==> config.mk <==
export PLATFORM = sky130hd
export DESIGN_NAME = segdisp_ctrl
export DESIGN_NICKNAME = d
export VERILOG_FILES = /design/src/rtl/segdisp_pkg.sv /design/src/rtl/segdisp_regs.sv /design/src/rtl/segdisp_scan.sv /design/src/rtl/segdisp_decode.sv /design/src/rtl/segdisp_ctrl.sv
export SDC_FILE = /design/constraint.sdc
export NUM_CORES = 1
export LEC_CHECK = 0
export ABC_AREA = 0
export BUFFER_PORTS_ARGS = -buffer_cell sky130_fd_sc_hd__buf_4
export CAP_MARGIN = 20
export CORE_MARGIN = 8
export CORE_UTILIZATION = 60
export DETAILED_ROUTE_END_ITERATION = 8
export PLACE_DENSITY = 0.81
export SETUP_SLACK_MARGIN = 0.02
export SLEW_MARGIN = 25
export SYNTH_ARGS = -nofsm -noshare
export SYNTH_HDL_FRONTEND = slang
export SYNTH_HIERARCHICAL = 1
export SYNTH_SLANG_ARGS = --single-unit
==> constraint.sdc <==
create_clock -name clk_i -period 4.9 [get_ports clk_i]
set_input_delay 0.735 -clock clk_i [delete_from_list [all_inputs] [get_ports clk_i]]
set_output_delay 0.735 -clock clk_i [all_outputs]
set_load 0.01 [all_outputs]
==> src/rtl/segdisp_pkg.sv <==
package segdisp_pkg;

    typedef enum logic [1:0] {
        TM_RAW   = 2'd0,
        TM_HEX   = 2'd1,
        TM_ASCII = 2'd2,
        TM_RSVD  = 2'd3
    } txt_mode_e;

    localparam int unsigned ADDR_W = 4;
    localparam int unsigned BYTE_W = 8;
    localparam int unsigned SEG_W  = 7;

    localparam logic [ADDR_W-1:0] ADR_POWER  = 4'd8;
    localparam logic [ADDR_W-1:0] ADR_COUNT  = 4'd9;
    localparam logic [ADDR_W-1:0] ADR_ENMASK = 4'd10;
    localparam logic [ADDR_W-1:0] ADR_TMODE  = 4'd11;
    localparam logic [ADDR_W-1:0] ADR_DPMASK = 4'd12;

    typedef struct packed {
        logic              power;
        logic [BYTE_W-1:0] count;
        logic [BYTE_W-1:0] enmask;
        txt_mode_e         tmode;
        logic [BYTE_W-1:0] dpmask;
    } cfg_t;

    // segment order: bit 0 = a ... bit 6 = g
    function automatic logic [SEG_W-1:0] nibble_glyph(input logic [3:0] v);
        logic [SEG_W-1:0] g;
        case (v)
            4'h0: g = 7'h3F;
            4'h1: g = 7'h06;
            4'h2: g = 7'h5B;
            4'h3: g = 7'h4F;
            4'h4: g = 7'h66;
            4'h5: g = 7'h6D;
            4'h6: g = 7'h7D;
            4'h7: g = 7'h07;
            4'h8: g = 7'h7F;
            4'h9: g = 7'h6F;
            4'hA: g = 7'h77;
            4'hB: g = 7'h7C;
            4'hC: g = 7'h39;
            4'hD: g = 7'h5E;
            4'hE: g = 7'h79;
            default: g = 7'h71;
        endcase
        return g;
    endfunction

endpackage

==> src/rtl/segdisp_regs.sv <==
module segdisp_regs
    import segdisp_pkg::*;
#(
    parameter int unsigned NUM_POS = 8
) (
    input  logic              clk_i,
    input  logic              rst_ni,
    input  logic              we_i,
    input  logic [ADDR_W-1:0] addr_i,
    input  logic [BYTE_W-1:0] wdata_i,
    output logic [BYTE_W-1:0] text_o [NUM_POS],
    output cfg_t              cfg_o
);

    localparam cfg_t CFG_RESET = '{
        power:  1'b0,
        count:  BYTE_W'(NUM_POS),
        enmask: '1,
        tmode:  TM_HEX,
        dpmask: '0
    };

    cfg_t              cfg_d, cfg_q;
    logic [BYTE_W-1:0] text_d [NUM_POS];
    logic [BYTE_W-1:0] text_q [NUM_POS];

    always_comb begin
        cfg_d = cfg_q;
        if (we_i) begin
            case (addr_i)
                ADR_POWER:  cfg_d.power  = |wdata_i;
                ADR_COUNT:  cfg_d.count  = wdata_i;
                ADR_ENMASK: cfg_d.enmask = wdata_i;
                ADR_TMODE:  cfg_d.tmode  = txt_mode_e'(wdata_i[1:0]);
                ADR_DPMASK: cfg_d.dpmask = wdata_i;
                default:    ;
            endcase
        end
    end

    for (genvar g = 0; g < NUM_POS; g++) begin : g_text
        always_comb begin
            text_d[g] = text_q[g];
            if (we_i && (addr_i == ADDR_W'(g))) begin
                text_d[g] = wdata_i;
            end
        end

        always_ff @(posedge clk_i) begin
            if (!rst_ni) begin
                text_q[g] <= '0;
            end else begin
                text_q[g] <= text_d[g];
            end
        end

        assign text_o[g] = text_q[g];
    end

    always_ff @(posedge clk_i) begin
        if (!rst_ni) begin
            cfg_q <= CFG_RESET;
        end else begin
            cfg_q <= cfg_d;
        end
    end

    assign cfg_o = cfg_q;


    unmapped_write_chk: assert property (@(posedge clk_i) disable iff (!rst_ni)
        (we_i && (addr_i > ADR_DPMASK)) |=> $stable(cfg_q));

endmodule

==> src/rtl/segdisp_scan.sv <==
module segdisp_scan #(
    parameter int unsigned NUM_POS  = 8,
    parameter int unsigned SCAN_DIV = 50000,
    localparam int unsigned POS_W   = (NUM_POS > 1) ? $clog2(NUM_POS) : 1,
    localparam int unsigned DIV_W   = (SCAN_DIV > 1) ? $clog2(SCAN_DIV) : 1
) (
    input  logic             clk_i,
    input  logic             rst_ni,
    output logic             step_o,
    output logic [POS_W-1:0] nxt_pos_o
);

    localparam logic [DIV_W-1:0] DIV_LAST = DIV_W'(SCAN_DIV - 1);
    localparam logic [POS_W-1:0] POS_LAST = POS_W'(NUM_POS - 1);

    typedef struct packed {
        logic [DIV_W-1:0] div;
        logic [POS_W-1:0] pos;
    } scan_t;

    scan_t            st_d, st_q;
    logic             step;
    logic [POS_W-1:0] nxt_pos;

    always_comb begin
        step    = (st_q.div == DIV_LAST);
        nxt_pos = (st_q.pos == POS_LAST) ? '0 : st_q.pos + 1'b1;
        st_d    = st_q;
        if (step) begin
            st_d.div = '0;
            st_d.pos = nxt_pos;
        end else begin
            st_d.div = st_q.div + 1'b1;
        end
    end

    always_ff @(posedge clk_i) begin
        if (!rst_ni) begin
            st_q.div <= '0;
            st_q.pos <= POS_LAST;
        end else begin
            st_q <= st_d;
        end
    end

    assign step_o    = step;
    assign nxt_pos_o = nxt_pos;


    pos_hold_chk: assert property (@(posedge clk_i) disable iff (!rst_ni)
        !step |=> $stable(st_q.pos));


    pos_wrap_chk: assert property (@(posedge clk_i) disable iff (!rst_ni)
        (step && (st_q.pos == POS_LAST)) |=> (st_q.pos == '0));

endmodule

==> src/rtl/segdisp_decode.sv <==
module segdisp_decode
    import segdisp_pkg::*;
(
    input  logic [BYTE_W-1:0] char_i,
    input  txt_mode_e         tmode_i,
    output logic [SEG_W-1:0]  seg_o,
    output logic              dp_o
);

    logic             is_digit;
    logic             is_letter;
    logic [3:0]       ascii_val;
    logic [BYTE_W-1:0] ascii_off;

    always_comb begin
        is_digit  = (char_i >= 8'h30) && (char_i <= 8'h39);
        is_letter = (char_i >= 8'h41) && (char_i <= 8'h46);
        ascii_off = is_digit ? (char_i - 8'h30) : (char_i - 8'h37);
        ascii_val = ascii_off[3:0];

        seg_o = '0;
        dp_o  = 1'b0;
        case (tmode_i)
            TM_RAW: begin
                seg_o = char_i[SEG_W-1:0];
                dp_o  = char_i[BYTE_W-1];
            end
            TM_HEX:   seg_o = nibble_glyph(char_i[3:0]);
            TM_ASCII: begin
                if (is_digit || is_letter) begin
                    seg_o = nibble_glyph(ascii_val);
                end
            end
            default: ;
        endcase
    end

endmodule

==> src/rtl/segdisp_ctrl.sv <==
module segdisp_ctrl
    import segdisp_pkg::*;
#(
    parameter int unsigned NUM_POS  = 8,
    parameter int unsigned SCAN_DIV = 50000
) (
    input  logic               clk_i,
    input  logic               rst_ni,
    input  logic               wr_en_i,
    input  logic [3:0]         wr_addr_i,
    input  logic [7:0]         wr_data_i,
    output logic [6:0]         seg_o,
    output logic               dp_o,
    output logic [NUM_POS-1:0] dig_o
);

    localparam int unsigned POS_W = (NUM_POS > 1) ? $clog2(NUM_POS) : 1;

    typedef struct packed {
        logic [SEG_W-1:0]   seg;
        logic               dp;
        logic [NUM_POS-1:0] dig;
    } drive_t;

    logic [BYTE_W-1:0] text [NUM_POS];
    cfg_t              cfg;
    logic              step;
    logic [POS_W-1:0]  nxt_pos;
    logic [SEG_W-1:0]  dec_seg;
    logic              dec_dp;
    logic              lit;
    drive_t            drv_d, drv_q;

    segdisp_regs #(
        .NUM_POS (NUM_POS)
    ) regs_i (
        .clk_i   (clk_i),
        .rst_ni  (rst_ni),
        .we_i    (wr_en_i),
        .addr_i  (wr_addr_i),
        .wdata_i (wr_data_i),
        .text_o  (text),
        .cfg_o   (cfg)
    );

    segdisp_scan #(
        .NUM_POS  (NUM_POS),
        .SCAN_DIV (SCAN_DIV)
    ) scan_i (
        .clk_i     (clk_i),
        .rst_ni    (rst_ni),
        .step_o    (step),
        .nxt_pos_o (nxt_pos)
    );

    segdisp_decode dec_i (
        .char_i  (text[nxt_pos]),
        .tmode_i (cfg.tmode),
        .seg_o   (dec_seg),
        .dp_o    (dec_dp)
    );

    always_comb begin
        lit   = cfg.power && cfg.enmask[nxt_pos] && (BYTE_W'(nxt_pos) < cfg.count);
        drv_d = drv_q;
        if (step) begin
            drv_d = '0;
            if (lit) begin
                drv_d.seg = dec_seg;
                drv_d.dp  = dec_dp | cfg.dpmask[nxt_pos];
                drv_d.dig = NUM_POS'(1) << nxt_pos;
            end
        end
    end

    always_ff @(posedge clk_i) begin
        if (!rst_ni) begin
            drv_q <= '0;
        end else begin
            drv_q <= drv_d;
        end
    end

    assign seg_o = drv_q.seg;
    assign dp_o  = drv_q.dp;
    assign dig_o = drv_q.dig;


    dig_onehot_chk: assert property (@(posedge clk_i) disable iff (!rst_ni)
        $onehot0(dig_o));


    hold_between_steps_chk: assert property (@(posedge clk_i) disable iff (!rst_ni)
        !step |=> ($stable(seg_o) && $stable(dp_o) && $stable(dig_o)));


    dark_when_off_chk: assert property (@(posedge clk_i) disable iff (!rst_ni)
        (step && !cfg.power) |=> ((dig_o == '0) && (seg_o == '0) && !dp_o));


    dark_beyond_count_chk: assert property (@(posedge clk_i) disable iff (!rst_ni)
        (step && (BYTE_W'(nxt_pos) >= cfg.count)) |=> (dig_o == '0));


    dark_when_masked_chk: assert property (@(posedge clk_i) disable iff (!rst_ni)
        (step && !cfg.enmask[nxt_pos]) |=> (dig_o == '0));

endmodule

==> flow_summary.toml <==
[routing]
dr.pass1.iters = 5
wirelength_um = 16680
post_drt_wl_per_cell_um = 19.58
ant_nets = 0
vias = 5315
drt_iter0_markers = 454
vias_per_cell = 6.238
drc = 0

[sta]
finalCritPeriodShare_pct = 92.99
hold_slack_ns = 0.4596
fmax_ghz = 0.2195
period_needed_ns = 4.556
worst_pin_slew_ns = 0.8934
clock_skew_ns = 0.004946
final-setup-viol-count = 0
finalSetupTns_ns = 0
rsz0062_at_grt = "false"
hold_violations = 0
slew_headroom_pct = 40.44
drv_slew = 0
setup_ws_ns = 0.3436

[place]
dp_hpwl_um = 11150
dp.cells = 821
pre_cts_slack_ns = 0.3329
gp_congestion = 0.9203
portBuffers = 30

[power_and_ir_drop]
comb_power_share_pct = 4.8
sw_frac_of_total_pct = 22.28
ir_worst_vdd_uv = 289.8
power.internal_mw = 1.872
pwr-share-clk_pct = 51.7
power.leakage_nw = 2.885
power.switching_mw = 0.5368
seq_power_share_pct = 43.5
power.density_nw_per_um2 = 324.3
power_mw = 2.409

[clocking]
holdBufCountCts = 0
clk_path_buf_depth = 2
worstSkewPairLatency_ns = 0.53
ctsHtreeMaxLevel = 4
cts.sinks = 126
path_clk_slew_ns = 0.06
clock-root-buffer = "clkbuf_8"
cts_tree = "yes"
numCtsBuffers = 17

[synthesis]
syn_area_um2 = 6586
synth_edf_count = 0
ys_ff_latch = 126
syn-num-nets = 712
synth_cell_types = 76
synth_flop_cell = "dfxtp_1"
async_reset_ff_share_pct = 0
seq_area_frac_synth_pct = 38.30
ys.warnings.count = 6
netlist_instances = 682
avgSynthCellArea_um2 = 9.657

[setup_path]
slowest_stage = "mux4_2"
cp-start-kind = "register"
worstSetupPathType = "reg -> reg"
crit_top_cell = "ha_1"
ff2ff_path_depth = 17
r2r_end = "seg_o[6]"
reg2reg_from = "scan_i/st_q[0]"
path_cells = "ha_1, ha_1, nor2_2, buf_4, buf_4, mux4_2, mux2_2, and4bb_2, o311ai_4, mux2i_2, inv_1, ha_1, o21ai_0, a21boi_0, o22a_1, nand4_1, a21boi_0"
reg2reg_slack_ns = 0.34
crit_start = "scan_i/st_q[0]"
worstPathMaxFanout = 14
endpoint_kind = "register"
cp_data_arrival_time_ns = 5.01
slowest_delay_ns = 0.53
required_ns = 5.36
crit_end = "seg_o[6]"

[die]
dieWidth_um = 120.8
io_pins = 31
dieArea_um2 = 14590
die_y_um = 120.8
initial_core_util_pct = 61.02
num_rows = 38
core_um2 = 10790

[final_layout]
area_growth_pct = 12.78
fin_nets = 730
fill_cells = 839
final_cell_count_no_fill = 852
drive_above_1_share_pct = 19.10
diodes = 0

[worst_hold_path]
worstHoldPathType = "reg -> reg"

[grt]
antenna_found_initial = 0
grt_max_degree = 91
gr-usage-all-layers_pct = 23.06
grt_pass1_wl_um = 26640
grt-ovfl-total = 0
grt_pass1_vias = 5166

[flow_run]
cap_violations = 0

[status]
status = "finished, final reports clean"
## critical path, delay by kind of cell (launching register included)
family	cells	cell delay (ns)
and+or+nand+nor	3	0.70
AOI/OAI and AO/OA	5	0.89
adders and majority gates	3	0.67
buffers and inverters	3	0.67
muxes	3	1.20
DFF	1	0.35
## state kept, by name, indices dropped and copies added (netlist names)
| signal | count |
|---|---|
| dp_o | 1 |
| seg_o | 7 |
| regs_i/cfg_o | 27 |
| scan_i/st_q | 19 |
| dig_o | 8 |
| regs_i/text_q | 64 |
## per-stage QoR
| step | cell area (um^2) | utilization (%) |
|---|---|---|
| 2_1_floorplan | 6586 | - |
| 3_3_place_gp | 6835 | 63.33 |
| 3_5_place_dp | 6838 | 63.36 |
| 4_1_cts | 7425 | 68.79 |
| 5_1_grt | 7428 | 68.83 |
| 6_report | 7428 | 68.83 |
## power by group through the flow
| stage | clock network [mW] | logic (mW) | registers (mW) |
|---|---|---|---|
| after floorplan | 0 | 0.0786 | 1.07 |
| after global placement | 0 | 0.110 | 1.07 |
| after detailed placement | 0 | 0.113 | 1.07 |
| after CTS | 1.26 | 0.114 | 1.05 |
| after global routing | 1.31 | 0.123 | 1.05 |
| final | 1.25 | 0.115 | 1.05 |
## area by class of cell
cell class / instances / area (um^2) / share of cell area, %
clock inverter: 11 / 141.4 / 1.903
tap: 140 / 175.2 / 2.358
multi-input combinational: 500 / 3795 / 51.09
timing repair buffer: 38 / 285.3 / 3.840
sequential: 126 / 2522 / 33.96
inverter: 17 / 63.81 / 0.8590
clock buffer: 20 / 445.4 / 5.996
## kinds of logic (layout without fill, tap and decap cells)
kind of cell	Yosys count	in the layout	synth area share, %
multiplexers	116	116	21.37
XOR/XNOR	15	15	1.995
buffers and inverters	56	86	4.217
flip-flops	126	126	38.30
adder cells (fa/ha/maj)	15	15	2.850
AND/OR/NAND/NOR	268	268	21.47
AO/OA/AOI/OAI	86	86	9.803
## routing by layer
layer | routed length, um | global-route usage, % | up-vias
li1 | - | - | 2492
met1 | 7361 | 28.04 | 2632
met2 | 8190 | 38.80 | 159
met3 | 708 | 4.336 | 32
met4 | 420 | 10.62 | 0
met5 | 0 | 0 | -
## synthesized netlist by cell type, drive strengths merged, types with 2 or more instances
library cell / number / area share, %
mux4: 18 / 6.2
a21boi: 16 / 1.8
ha: 15 / 2.8
and3: 4 / 0.40
a32oi: 2 / 0.27
and4bb: 3 / 0.57
mux2: 14 / 2.4
nand2: 123 / 7.2
nand3b: 3 / 0.53
a311oi: 2 / 0.27
o22ai: 4 / 0.38
dfxtp: 126 / 38
xor2: 2 / 0.27
inv: 17 / 0.97
nor4: 9 / 1.3
and3b: 2 / 0.27
nor3: 13 / 0.99
nand2b: 8 / 0.76
a21oi: 9 / 0.74
o211ai: 3 / 0.34
a2111oi: 3 / 0.49
nor3b: 2 / 0.40
nand4: 16 / 2.1
a31oi: 3 / 0.51
clkbuf: 21 / 1.2
o22a: 2 / 0.27
a211oi: 5 / 0.57
mux2i: 84 / 13
o21ai: 21 / 1.6
o311ai: 4 / 0.80
nor2: 41 / 2.8
nor2b: 6 / 0.57
o2111ai: 3 / 0.49
nand3: 32 / 2.8
buf: 18 / 2.1
o31ai: 2 / 0.23
xnor2: 13 / 1.7
## placed cells by master (no fill, tap or decap), drive strengths merged, types with 16 or more instances in the layout
cell	synthesis	final
inv	17	17
nand4	16	16
a21boi	16	16
clkbuf	21	20
buf	18	38
mux2i	84	84
nor2	41	41
dfxtp	126	126
nand2	123	123
nand3	32	32
mux4	18	18
o21ai	21	21
## what timing repair did
action                                  in CTS  in global routing
setup buffers                                0                  0
endpoints found under the hold margin        0                  0
resized for setup                            0                  1
endpoints found under the setup margin       0                  2
## worst min-delay path by stage
stage                                     from                   end  slack, ns  depth (start not counted)
after floorplan               regs_i/cfg_o[18]      regs_i/cfg_o[18]       0.43                          2
after global placement    regs_i/text_q[1][10]  regs_i/text_q[1][10]       0.44                          2
after detailed placement  regs_i/text_q[1][18]  regs_i/text_q[1][18]       0.45                          2
after CTS                         wr_data_i[1]      regs_i/cfg_o[11]       0.45                          3
after global routing      regs_i/text_q[0][28]  regs_i/text_q[0][28]       0.47                          2
final                          regs_i/cfg_o[1]       regs_i/cfg_o[1]       0.46                          2
Note: power is estimated with default switching activity, not from simulation.
